<file path="src/rtl/microstep_pkg.sv">
package microstep_pkg;

   localparam int CUR_W  = 2;
   localparam int COIL_W = 4;
   localparam int WORD_W = 2 * CUR_W + COIL_W;
   localparam int QUAD_W = 2;
   localparam int HW_W   = 3;
   localparam int TW_W   = 2;
   localparam int MODE_W = 2;

   typedef enum logic [MODE_W-1:0] {
      MODE_FULL   = 2'd0,
      MODE_HALF   = 2'd1,
      MODE_SIXTH  = 2'd2,
      MODE_THIRDS = 2'd3
   } seq_mode_e;

   typedef struct packed {
      logic [CUR_W-1:0]  cur_a;
      logic [CUR_W-1:0]  cur_b;
      logic [COIL_W-1:0] coils;
   } drive_word_t;

   // polarity pattern for each quarter of the electrical cycle
   function automatic logic [COIL_W-1:0] coil_for_quad(input logic [QUAD_W-1:0] q);
      case (q)
         2'd0:    return 4'b0101;
         2'd1:    return 4'b1001;
         2'd2:    return 4'b1010;
         default: return 4'b0110;
      endcase
   endfunction

   // phase that leaves full current as the hardware level k climbs 0..6
   function automatic logic [CUR_W-1:0] lead_level(input logic [HW_W-1:0] k);
      logic [HW_W-1:0] d;
      d = 3'd6 - k;
      if (k <= 3'd3) return '1;
      return d[CUR_W-1:0];
   endfunction

   // phase that reaches full current as k climbs 0..6
   function automatic logic [CUR_W-1:0] rise_level(input logic [HW_W-1:0] k);
      if (k >= 3'd3) return '1;
      return k[CUR_W-1:0];
   endfunction

   function automatic drive_word_t hw_word(input logic [QUAD_W-1:0] q,
                                           input logic [HW_W-1:0]   k);
      drive_word_t w;
      w.coils = coil_for_quad(q);
      if (!q[0]) begin
         w.cur_a = lead_level(k);
         w.cur_b = rise_level(k);
      end else begin
         w.cur_a = rise_level(k);
         w.cur_b = lead_level(k);
      end
      return w;
   endfunction

   // hardware positions visited per quarter
   function automatic logic [HW_W-1:0] hw_span(input seq_mode_e m);
      case (m)
         MODE_FULL: return 3'd1;
         MODE_HALF: return 3'd2;
         default:   return 3'd6;
      endcase
   endfunction

   // tween slots per hardware position
   function automatic logic [TW_W-1:0] tween_span(input seq_mode_e m);
      if (m == MODE_THIRDS) return 2'd3;
      return 2'd1;
   endfunction

endpackage

</file>
<file path="src/rtl/msq_sync.sv">
module msq_sync #(
   parameter int               WIDTH     = 1,
   parameter int               STAGES    = 2,
   parameter logic [WIDTH-1:0] RESET_VAL = '0
) (
   input  logic             clk,
   input  logic             rst_n,
   input  logic [WIDTH-1:0] d_i,
   output logic [WIDTH-1:0] q_o
);

   if (STAGES < 2) begin : g_bad_depth
      $error("msq_sync: STAGES must be at least 2");
   end
   if (WIDTH < 1) begin : g_bad_width
      $error("msq_sync: WIDTH must be at least 1");
   end

   logic [WIDTH-1:0] stage_q [STAGES];

   for (genvar i = 0; i < STAGES; i++) begin : g_stage
      if (i == 0) begin : g_first
         always_ff @(posedge clk or negedge rst_n) begin
            if (!rst_n) stage_q[i] <= RESET_VAL;
            else        stage_q[i] <= d_i;
         end
      end else begin : g_next
         always_ff @(posedge clk or negedge rst_n) begin
            if (!rst_n) stage_q[i] <= RESET_VAL;
            else        stage_q[i] <= stage_q[i-1];
         end
      end
   end

   assign q_o = stage_q[STAGES-1];

endmodule

</file>
<file path="src/rtl/msq_position.sv">
module msq_position
   import microstep_pkg::*;
(
   input  logic              clk,
   input  logic              rst_n,
   input  logic              restart_i,
   input  logic              adv_i,
   input  logic              dir_up_i,
   input  logic [HW_W-1:0]   h_span_i,
   input  logic [TW_W-1:0]   t_span_i,
   output logic [QUAD_W-1:0] quad_o,
   output logic [HW_W-1:0]   hw_o,
   output logic [TW_W-1:0]   tw_o
);

   logic [QUAD_W-1:0] quad_q, quad_n;
   logic [HW_W-1:0]   hw_q, hw_n;
   logic [TW_W-1:0]   tw_q, tw_n;
   logic              t_last, h_last;

   assign t_last = (tw_q == t_span_i - 1'b1);
   assign h_last = (hw_q == h_span_i - 1'b1);

   // chained counters: tween slot, hardware position, quarter
   always_comb begin
      quad_n = quad_q;
      hw_n   = hw_q;
      tw_n   = tw_q;
      if (restart_i) begin
         quad_n = '0;
         hw_n   = '0;
         tw_n   = '0;
      end else if (adv_i) begin
         if (dir_up_i) begin
            if (!t_last) begin
               tw_n = tw_q + 1'b1;
            end else begin
               tw_n = '0;
               if (!h_last) begin
                  hw_n = hw_q + 1'b1;
               end else begin
                  hw_n   = '0;
                  quad_n = quad_q + 1'b1;
               end
            end
         end else begin
            if (tw_q != '0) begin
               tw_n = tw_q - 1'b1;
            end else begin
               tw_n = t_span_i - 1'b1;
               if (hw_q != '0) begin
                  hw_n = hw_q - 1'b1;
               end else begin
                  hw_n   = h_span_i - 1'b1;
                  quad_n = quad_q - 1'b1;
               end
            end
         end
      end
   end

   always_ff @(posedge clk or negedge rst_n) begin
      if (!rst_n) begin
         quad_q <= '0;
         hw_q   <= '0;
         tw_q   <= '0;
      end else begin
         quad_q <= quad_n;
         hw_q   <= hw_n;
         tw_q   <= tw_n;
      end
   end

   assign quad_o = quad_q;
   assign hw_o   = hw_q;
   assign tw_o   = tw_q;

   AST_HOLD_WITHOUT_STEP: assert property (@(posedge clk) disable iff (!rst_n)
      (!adv_i && !restart_i) |=> ($stable(quad_q) && $stable(hw_q) && $stable(tw_q)));
   AST_TWEEN_IN_TABLE: assert property (@(posedge clk) disable iff (!rst_n)
      tw_q < t_span_i);
   AST_HW_IN_TABLE: assert property (@(posedge clk) disable iff (!rst_n)
      hw_q < h_span_i);
   AST_WRAP_FORWARD: assert property (@(posedge clk) disable iff (!rst_n)
      (adv_i && dir_up_i && !restart_i && quad_q == 2'd3 && h_last && t_last)
      |=> (quad_q == '0 && hw_q == '0 && tw_q == '0));
   AST_WRAP_BACKWARD: assert property (@(posedge clk) disable iff (!rst_n)
      (adv_i && !dir_up_i && !restart_i && quad_q == '0 && hw_q == '0 && tw_q == '0)
      |=> (quad_q == 2'd3 && hw_q == $past(h_span_i) - 1'b1 && tw_q == $past(t_span_i) - 1'b1));

endmodule

</file>
<file path="src/rtl/msq_wordgen.sv">
module msq_wordgen
   import microstep_pkg::*;
#(
   parameter bit FULL_TWIN = 1'b1
) (
   input  seq_mode_e         mode_i,
   input  logic [QUAD_W-1:0] quad_i,
   input  logic [HW_W-1:0]   hw_i,
   input  logic [TW_W-1:0]   tw_i,
   output drive_word_t       prim_o,
   output drive_word_t       sec_o
);

   logic [HW_W-1:0] full_k;
   logic [HW_W-1:0] base_k;
   logic [HW_W-1:0] next_k;
   drive_word_t     here_w;
   drive_word_t     next_w;

   // full-step variant: both coils at full current, or one coil only
   if (FULL_TWIN) begin : g_twin
      assign full_k = 3'd3;
   end else begin : g_single
      assign full_k = 3'd0;
   end

   always_comb begin
      case (mode_i)
         MODE_FULL: base_k = full_k;
         MODE_HALF: base_k = hw_i[0] ? 3'd3 : 3'd0;
         default:   base_k = hw_i;
      endcase
      next_k = base_k + 1'b1;
      here_w = hw_word(quad_i, base_k);
      next_w = hw_word(quad_i, next_k);
      case (tw_i)
         2'd1: begin
            prim_o = here_w;
            sec_o  = next_w;
         end
         2'd2: begin
            prim_o = next_w;
            sec_o  = here_w;
         end
         default: begin
            prim_o = here_w;
            sec_o  = here_w;
         end
      endcase
   end

endmodule

</file>
<file path="src/rtl/microstep_seq.sv">
module microstep_seq
   import microstep_pkg::*;
#(
   parameter int SYNC_STAGES    = 2,
   parameter bit FULL_STEP_TWIN = 1'b1
) (
   input  logic              clk,
   input  logic              rst_n,
   input  logic              step_i,
   input  logic              dir_i,
   input  logic              enable_n_i,
   input  logic [MODE_W-1:0] mode_i,
   output logic [WORD_W-1:0] prim_o,
   output logic [WORD_W-1:0] sec_o
);

   localparam int IN_W = MODE_W + 3;
   localparam logic [IN_W-1:0] IN_RESET = IN_W'(3'b100);

   if (WORD_W != 8) begin : g_bad_word
      $error("microstep_seq: drive word must be 8 bits");
   end
   if (SYNC_STAGES < 2) begin : g_bad_sync
      $error("microstep_seq: SYNC_STAGES must be at least 2");
   end

   logic [IN_W-1:0]   raw_in, sync_in;
   logic              step_s, dir_s, en_sync;
   logic [MODE_W-1:0] mode_s;

   assign raw_in = {mode_i, enable_n_i, dir_i, step_i};

   msq_sync #(
      .WIDTH     (IN_W),
      .STAGES    (SYNC_STAGES),
      .RESET_VAL (IN_RESET)
   ) u_sync (
      .clk   (clk),
      .rst_n (rst_n),
      .d_i   (raw_in),
      .q_o   (sync_in)
   );

   assign step_s  = sync_in[0];
   assign dir_s   = sync_in[1];
   assign en_sync = ~sync_in[2];
   assign mode_s  = sync_in[IN_W-1:3];

   logic      step_prev_q;
   logic      active_q;
   seq_mode_e mode_lat;
   logic      step_rise, start, restart, adv;

   assign step_rise = step_s & ~step_prev_q;
   assign start     = en_sync & ~active_q;
   assign restart   = ~en_sync | start;
   assign adv       = step_rise & active_q & en_sync;

   always_ff @(posedge clk or negedge rst_n) begin
      if (!rst_n) begin
         step_prev_q <= 1'b0;
         active_q    <= 1'b0;
         mode_lat    <= MODE_FULL;
      end else begin
         step_prev_q <= step_s;
         active_q    <= en_sync;
         if (start) mode_lat <= seq_mode_e'(mode_s);
      end
   end

   logic [QUAD_W-1:0] quad;
   logic [HW_W-1:0]   hw_pos;
   logic [TW_W-1:0]   tw_pos;

   msq_position u_pos (
      .clk       (clk),
      .rst_n     (rst_n),
      .restart_i (restart),
      .adv_i     (adv),
      .dir_up_i  (dir_s),
      .h_span_i  (hw_span(mode_lat)),
      .t_span_i  (tween_span(mode_lat)),
      .quad_o    (quad),
      .hw_o      (hw_pos),
      .tw_o      (tw_pos)
   );

   drive_word_t prim_w, sec_w;

   msq_wordgen #(
      .FULL_TWIN (FULL_STEP_TWIN)
   ) u_words (
      .mode_i (mode_lat),
      .quad_i (quad),
      .hw_i   (hw_pos),
      .tw_i   (tw_pos),
      .prim_o (prim_w),
      .sec_o  (sec_w)
   );

   always_ff @(posedge clk or negedge rst_n) begin
      if (!rst_n) begin
         prim_o <= '0;
         sec_o  <= '0;
      end else if (active_q) begin
         prim_o <= prim_w;
         sec_o  <= sec_w;
      end else begin
         prim_o <= '0;
         sec_o  <= '0;
      end
   end

   AST_OFF_WHILE_DISABLED: assert property (@(posedge clk) disable iff (!rst_n)
      !$past(en_sync) |=> (prim_o == '0 && sec_o == '0));
   AST_MODE_HELD_WHILE_ON: assert property (@(posedge clk) disable iff (!rst_n)
      (active_q && $past(active_q)) |-> $stable(mode_lat));
   AST_COILS_TWO_ACTIVE: assert property (@(posedge clk) disable iff (!rst_n)
      (prim_o != '0) |-> ($countones(prim_o[COIL_W-1:0]) == 2));
   AST_THIRDS_ANCHOR_EQUAL: assert property (@(posedge clk) disable iff (!rst_n)
      (active_q && mode_lat == MODE_THIRDS && tw_pos == '0) |=> (prim_o == sec_o));
   AST_SIXTH_WORDS_EQUAL: assert property (@(posedge clk) disable iff (!rst_n)
      (active_q && mode_lat == MODE_SIXTH) |=> (prim_o == sec_o));

   if (FULL_STEP_TWIN) begin : g_full_chk
      AST_FULL_BOTH_MAX: assert property (@(posedge clk) disable iff (!rst_n)
         (active_q && mode_lat == MODE_FULL)
         |=> (prim_o[WORD_W-1 -: 2*CUR_W] == '1 && sec_o[WORD_W-1 -: 2*CUR_W] == '1));
   end

endmodule

</file>
<file path="config.mk">
export PLATFORM = sky130hd
export DESIGN_NAME = microstep_seq
export DESIGN_NICKNAME = d
export VERILOG_FILES = /design/src/rtl/microstep_pkg.sv /design/src/rtl/msq_sync.sv /design/src/rtl/msq_position.sv /design/src/rtl/msq_wordgen.sv /design/src/rtl/microstep_seq.sv
export SDC_FILE = /design/constraint.sdc
export NUM_CORES = 1
export LEC_CHECK = 0
export ABC_AREA = 1
export BUFFER_PORTS_ARGS = -buffer_cell sky130_fd_sc_hd__buf_2
export CAP_MARGIN = 40
export CORE_MARGIN = 2
export CORE_UTILIZATION = 57
export CTS_CLUSTER_SIZE = 12
export DETAILED_ROUTE_END_ITERATION = 12
export GPL_ROUTABILITY_DRIVEN = 0
export PLACE_DENSITY = 0.85
export SLEW_MARGIN = 5
export SYNTH_ARGS = -nofsm -noshare
export SYNTH_HDL_FRONTEND = slang
export SYNTH_SLANG_ARGS = --single-unit
</file>
<file path="constraint.sdc">
create_clock -name clk -period 2.5 [get_ports clk]
set_input_delay 0.5 -clock clk [delete_from_list [all_inputs] [get_ports clk]]
set_output_delay 0.5 -clock clk [all_outputs]
set_load 0.005 [all_outputs]
</file>
==> results.cfg, run 1 <==
[detailed_routing]
drc = 0
via_count = 1398
wirelength_um = 3060
drtIter0Drc = 38
ant_nets = 0
dr.pass1.iters = 4
met1_length_um = 1340
wl_met3_um = 173
via_per_inst = 4.96
dr_wl_met2_um = 1480
top_layer = met4
post_drt_wl_per_cell_um = 10.8

[cts]
post_cts_buffers = 0
insertion_delay_ns = 0.34
cts_hold_buffers = 0
htreeDepth = 2
cts_buffers = 5
path_clk_slew_ns = 0.10
clockRootBuffer = clkbuf_4
clkSinkCount = 33
clockBufferDepth = 2
cts_resized = 0
cts_tree = built

[logic_synthesis]
synth.yosys.warnings = 0
synth_xor_area_share_pct = 1.45
synth.avg_cell_area_um2 = 8.43
synth.ff_latch_count = 33
ys.flop_type = dfrtp_1
synth_edf_count = 0
synth_adder_area_share_pct = 9.67
synthTopCellsByArea = dfrtp_1, nand2_1, ha_1, inv_1, nand3_1
synth_top_family_by_area = simple AND/OR/NAND/NOR gates
syn_inst = 215
synth_area_leader_cell = dfrtp_1
ys_types = 26
synth_simple_gate_area_share_pct = 29.6
muxShareOfSynthArea_pct = 0.622
async_flop_share_pct = 100
syn_nets = 236
synth_area_um2 = 1810
synth-seq-area-share_pct = 45.7
synth_top_area_share_pct = 42.8
synth-compound-area-share_pct = 5.32

[grt]
antenna_found_initial = 0
grt_first_pass_wirelength_um = 5050
grt_max_degree = 34
grt_usage_pct = 19.1
grt_pass1_vias = 1235
overflow = 0

[timing]
min_period_ns = 2.09
setup-violations-final = 0
fin_setup_tns_ns = 0
drv_slew = 0
clock.fmax_mhz = 479
tightestPinTransition_ns = 0.689
slew_headroom_pct = 54.1
rsz0062_at_grt = false
skew_ns = 0.00553
fin_crit_sh_pct = 83.5
final-hold-violation-count = 0

[place]
io_buffers = 22
dp_hpwl_um = 2290
dpl_cell_area_um2 = 1930
place_inst = 274

[die]
die_w_um = 60.4
core_um2 = 3030
start_util_pct = 59.8
rows = 20
fp.dieH_um = 60.4
ioPinCount = 23
dieArea_um2 = 3650

[run]
maxCapViolations = 0

[hold_path]
hp-class = in2async

[setup_path]
end_kind = flop
worstPathRequired_ns = 2.75
critPathArrivalTime_ns = 2.33
crit_type = reg2reg
reg2regPathDepth = 11
worstReg2RegEnd = prim_o[7]
path_max_fanout = 7
reg2reg_from = u_pos.hw_o[0]
crit_start = u_pos.hw_o[0]
reg2reg_slack_ns = 0.41
startpoint_type = flop

[finish]
fin_cells = 282
final_cell_mix = nand2_1, dfrtp_1, buf_2
diodes = 0
num-nets-final = 258
postLayoutCellArea_um2 = 1990
final_common_cell = nand2_1
area_growth_pct = 9.67
drive_gt1_share_pct = 22.3

[status]
outcome = complete, no violations

[power]
leakagePower_nw = 1.10
power_density_nw_per_um2 = 723
vdd.ir_drop.worst_v = 0.000438
layout make-up:
type / instances / area [um2]
Fill cell: 265 / 1040
Multi-Input combinational cell: 150 / 845
Sequential cell: 33 / 828
Timing Repair Buffer: 22 / 110
Inverter: 25 / 93.8
Tap cell: 44 / 55.1
Clock buffer: 5 / 37.5
Clock inverter: 3 / 17.5
how the worst max path moves through the flow:
stage	depth (start not counted)	end
floorplan	11	prim_o[5]
global placement	11	sec_o[5]
detailed placement	11	prim_o[7]
CTS	11	sec_o[5]
global route	11	sec_o[7]
finish	11	prim_o[7]
metal layers:
metal,track usage (%),vias up
met5,0,-
met4,10.5,0
met3,5.76,7
met2,31.4,44
met1,22.4,633
li1,-,714
Yosys cell counts (3+ instances only):
| cell type | count |
|---|---|
| nand2_1 | 59 |
| dfrtp_1 | 31 |
| nor3_1 | 3 |
| buf_4 | 4 |
| xor2_1 | 3 |
| a21oi_1 | 11 |
| o21ai_0 | 3 |
| nor2_1 | 18 |
| buf_2 | 3 |
| nor2_2 | 3 |
| inv_2 | 3 |
| nand2_2 | 8 |
| nand3_1 | 15 |
| ha_1 | 14 |
| inv_1 | 21 |
state kept, by name (all words and copies together), names as in the netlist:
name / count
u_sync.q_o: 5
u_pos.tw_o: 2
active_q: 1
mode_lat: 2
step_prev_q: 1
prim_o: 4
sec_o: 8
u_pos.quad_o: 2
u_pos.hw_o: 3
u_sync.stage_q: 5
through the flow:
| stage | hold slack [ns] | total power (W) | setup slack, ns | util, % |
|---|---|---|---|---|
| finish | 0.187 | 0.00144 | 0.414 | 65.6 |
| global placement | 0.332 | 0.00113 | 0.535 | 63.8 |
| global route | 0.220 | 0.00156 | 0.257 | 65.6 |
| detailed placement | 0.335 | 0.00115 | 0.468 | 63.8 |
| floorplan | 0.204 | 0.00104 | 0.662 | - |
| CTS | 0.213 | 0.00144 | 0.451 | 65.6 |
power breakdown:
part	total [W]	internal [W]	switching, W
Sequential	0.000664	0.000605	0.0000591
Combinational	0.000481	0.000188	0.000293
Clock	0.000291	0.000106	0.000186
cells by family (layout without fill, tap and decap cells):
kind of cell             count (synthesis)  in the layout
buffers and inverters                   32             55
AO/OA/AOI/OAI                           18             18
adder cells (fa/ha/maj)                 14             14
flip-flops                              33             33
multiplexers                             1              1
AND/OR/NAND/NOR                        114            114
XOR/XNOR                                 3              3
critical path: stages (launching register included):
cell and delay (ns):
dfrtp_1 0.44, inv_1 0.20, nand3_1 0.12, nand2_2 0.10, inv_1 0.06, ha_1 0.17, inv_1 0.05, ha_1 0.24
nor3_1 0.27, nand2_1 0.11, a21oi_1 0.16, nor2_1 0.05
No activity file was read; power rests on OpenSTA's default activity.
==> run 2: changes to the inputs <==
- CORE_UTILIZATION: 57 -> 51
- PLACE_DENSITY: 0.85 -> 0.8
- clock period: 2.5 -> 1.7 ns (I/O delays scaled with it)
==> results.cfg, run 2 (synthesis gave the netlist of run 1 again) <==
[setup_path]
worstPathRequired_ns = 1.94
end_kind = flop
crit_type = reg2reg
path_max_fanout = 4
slowest_delay_ns = 0.46
startpoint_type = flop
critPathArrivalTime_ns = 1.97
path_cells = nor2_4 -> nor2_4 -> inv_2 -> ha_4 -> inv_2 -> ha_4 -> inv_1 -> nand2_2 -> nand3_2 -> a21oi_2 -> nor2_1
critPathSlowestCell = dfrtp_2

[finish]
top_register = sec_o
fin_cells = 305
largest_reg_flops = 8
final_common_cell = nand2_1
area_growth_pct = 25.6
diodes = 0
drive_gt1_share_pct = 37.1
num-nets-final = 279
final_cell_mix = nand2_1, dfrtp_1, buf_2
postLayoutCellArea_um2 = 2280
post-route-util_pct = 67.7

[detailed_routing]
ant_nets = 0
via_count = 1525
dr.pass1.iters = 4
drc = 0
drtIter0Drc = 59
via_per_inst = 5.00
post_drt_wl_per_cell_um = 12.0
wirelength_um = 3660

[status]
violations = negative setup slack
outcome = complete, but fails checks

[timing]
final-hold-violation-count = 0
clock.fmax_mhz = 576
drv_slew = 0
fin_crit_sh_pct = 102
slew_headroom_pct = 73.2
setup-violations-final = 6
setup_slack_ns = -0.0350
timing.hold.ws_ns = 0.0885
tightestPinTransition_ns = 0.402
skew_ns = 0.0129
min_period_ns = 1.73
rsz0062_at_grt = true

[grt]
overflow = 0
grt_first_pass_wirelength_um = 6260
grt_pass1_vias = 1528
antenna_found_initial = 0
grt_max_degree = 34
grt_usage_pct = 20.3

[die]
start_util_pct = 53.9
core_um2 = 3360
fp.dieH_um = 63.6
ioPinCount = 23
die_w_um = 63.6
dieArea_um2 = 4040
rows = 21

[run]
maxCapViolations = 0

[place]
io_buffers = 22
place_inst = 289
dpl_cell_area_um2 = 2040
dp_hpwl_um = 2490

[cts]
cts_tree = built
clockBufferDepth = 2
insertion_delay_ns = 0.35
clockRootBuffer = clkbuf_4
htreeDepth = 2
cts_buffers = 5
clkSinkCount = 33
path_clk_slew_ns = 0.10

[power]
vdd.ir_drop.worst_v = 0.000741
leakagePower_nw = 1.21
power_density_nw_per_um2 = 1150
finalPower_w = 0.00261

[hold_path]
hp-class = in2reg
==> run 2: cell types whose count changed in the layout (fill, tap and decap cells not counted), moves of 3 or more <==
cell     previous run  this run
ha_1               14        11
buf_4               0        20
nand3_2             1         4
inv_1              21        15
nand2_2             8        12
inv_2               3         9
nand2_1            59        55
nand3_1            15        12
==> run 2: metal layers <==
layer / vias to the layer above / GRT usage, % / wire, um
met5: - / 0 / 0
li1: 758 / - / -
met3: 19 / 5.54 / 199
met2: 54 / 35.3 / 1910
met1: 694 / 20.8 / 1390
met4: 0 / 14.7 / 157
==> run 2: timing repair <==
item	CTS	global route
gates resized for setup	13	10
pin swaps	9	9
endpoints found under the setup margin	8	8
hold buffers	1	0
cloned	0	0
endpoints found under the hold margin	3	0
setup buffers	4	3
==> run 2: final cells by class <==
cell class / count / area (um2)
flip-flops and latches: 33 / 831
inverters: 25 / 93.8
fillers: 264 / 1090
clock inverters: 2 / 37.5
multi-input cells: 150 / 935
repair buffers: 43 / 270
well taps: 46 / 57.6
clock buffers: 6 / 51.3
==> run 2: final timing paths <==
path | from | end | slack [ns] | cells after the start
setup / recovery | mode_lat[0] | sec_o[5] | -0.03 | 11
hold / removal | enable_n_i | u_sync.stage_q[7] | 0.09 | 1
setup reg to reg | mode_lat[0] | sec_o[5] | -0.03 | 11
hold reg to reg | u_sync.stage_q[5] | u_sync.q_o[0] | 0.36 | 0
max in group asynchronous | rst_n | u_sync.stage_q[7] | 0.84 | 3
min in group asynchronous | rst_n | u_pos.quad_o[1] | 0.53 | 3
==> run 2: through the flow <==
stage	worst slack [ns]	setup TNS (ns)
6_report	-0.0350	-0.169
4_1_cts	-0.0439	-0.130
3_3_place_gp	-0.0280	-0.128
3_5_place_dp	-0.136	-0.762
2_1_floorplan	-0.00791	-0.0316
5_1_grt	-0.133	-0.782
==> run 2: power by group <==
group,total [W],switching [W],leakage [nW],internal [W]
Combinational,0.00103,0.000580,0.767,0.000446
Sequential,0.000949,0.0000585,0.403,0.000891
Clock,0.000633,0.000283,0.0445,0.000349
Total,0.00261,0.000922,1.21,0.00169
==> run 2: worst max-delay path, delay by kind of cell (launching register included) <==
kind                       cells  cell delay [ns]
AOI/OAI and AO/OA              1             0.13
and+or+nand+nor                5             0.43
adders and majority gates      2             0.43
DFF                            1             0.46
buffers and inverters          3             0.19
==> run 3: changes to the inputs <==
- CORE_MARGIN: 2 -> unset
- SLEW_MARGIN: 5 -> unset
==> results.cfg, run 3 (synthesis gave the netlist of run 1 again) <==
[detailed_routing]
ant_nets = 0
dr.pass1.iters = 4
drc = 0
post_drt_wl_per_cell_um = 11.3
drtIter0Drc = 79
via_count = 1496
wirelength_um = 3390
via_per_inst = 4.99

[cts]
clockBufferDepth = 2
htreeDepth = 2
insertion_delay_ns = 0.34
cts_tree = built
clockRootBuffer = clkbuf_4
clkSinkCount = 33
cts_buffers = 5
path_clk_slew_ns = 0.11
cts_hold_buffers = 0

[die]
core_um2 = 3360
fp.dieH_um = 61.6
start_util_pct = 53.9
dieArea_um2 = 3790
ioPinCount = 23
rows = 21
die_w_um = 61.6

[timing]
tightestPinTransition_ns = 0.401
drv_slew = 0
final-hold-violation-count = 8
rsz0062_at_grt = true
min_period_ns = 1.74
skew_ns = 0.00850
fin_setup_tns_ns = -0.0743
slew_headroom_pct = 73.2
setup-violations-final = 4
setup_slack_ns = -0.0361
timing.hold.ws_ns = -0.00348
clock.fmax_mhz = 576
fin_crit_sh_pct = 102

[setup_path]
cp_common_cell = nand2_2
worstPathRequired_ns = 1.95
crit_buf_inv = 3
path_cells = inv_2 -> nand3_2 -> nand2_2 -> inv_2 -> ha_4 -> inv_1 -> nor2_2 -> nand2_2 -> nand2_2 -> nand3_2 -> a21oi_1 -> nor2_1
critPathSlowestCell = dfrtp_2
path_max_fanout = 4
startpoint_type = flop
slowest_delay_ns = 0.46
cp_top_family = simple AND/OR/NAND/NOR gates
end_kind = flop
crit_type = reg2reg
critPathArrivalTime_ns = 1.98

[place]
place_inst = 289
io_buffers = 22
dpl_cell_area_um2 = 2040
dp_hpwl_um = 2370
dp_slack_ns = -0.0606

[grt]
grt_usage_pct = 21.1
grt_pass1_vias = 1315
antenna_found_initial = 0
grt_max_degree = 34
grt_first_pass_wirelength_um = 5620
overflow = 0

[finish]
largest_reg_flops = 8
area_growth_pct = 23.9
num-nets-final = 274
fin_cells = 300
postLayoutCellArea_um2 = 2240
final_common_cell = nand2_1
fill_cells = 286
diodes = 0
drive_gt1_share_pct = 36.2
final_cell_mix = nand2_1, dfrtp_1, buf_2
top_register = sec_o

[power]
power_density_nw_per_um2 = 1150
leakagePower_nw = 1.19
vdd.ir_drop.worst_v = 0.000673

[hold_path]
hp-class = in2async

[status]
outcome = complete, but fails checks
violations = negative hold slack, negative setup slack

[run]
maxCapViolations = 0
-- run 3: cell types whose count changed in the layout (fill, tap and decap cells not counted), sizes merged --
cell,change
buf,-4
dlygate4sd3,-1
-- run 3: worst paths after layout --
check / startpoint / endpoint / slack [ns] / cells after the start
hold / removal: rst_n / sec_o[3] / -0.003 / 2
min in group clk: enable_n_i / u_sync.stage_q[7] / 0.09 / 1
setup reg to reg: mode_lat[1] / prim_o[5] / -0.04 / 12
max in group asynchronous: rst_n / u_sync.stage_q[7] / 1.38 / 2
hold reg to reg: u_sync.stage_q[7] / u_sync.q_o[2] / 0.35 / 0
setup / recovery: mode_lat[1] / prim_o[5] / -0.04 / 12
-- run 3: what timing repair did --
action	4_1_cts	5_1_grt
pin swaps	11	2
gates cloned	0	0
setup endpoints to repair	8	8
resized for setup	17	8
setup buffers	3	0
-- run 3: layer usage --
layer	global-route usage (%)	wire length, um	vias to the layer above
met4	9.52	58	0
met5	0	0	-
met1	23.8	1430	693
met3	7.77	152	7
li1	-	-	749
met2	35.5	1750	47
-- run 3: through the flow --
stage	hold slack (ns)	util (%)	power, W
after detailed placement	0.336	60.7	0.00179
after global routing	0.0202	66.7	0.00279
final	-0.00348	66.7	0.00259
after CTS	0.00687	65.9	0.00254
after floorplan	0.0444	-	0.00154
after global placement	0.333	60.7	0.00176
-- run 3: power by group --
part           internal (W)  switching, W
clock              0.000349      0.000271
combinational      0.000442      0.000581
sequential         0.000891     0.0000569
-- run 3: layout make-up --
cell class	count	area [um2]	area share, %
multi-input combinational	150	941	41.9
timing repair buffer	38	230	10.3
tap	46	57.6	2.56
sequential	33	831	37.0
inverter	25	96.3	4.29
clock inverter	2	37.5	1.67
clock buffer	6	51.3	2.29
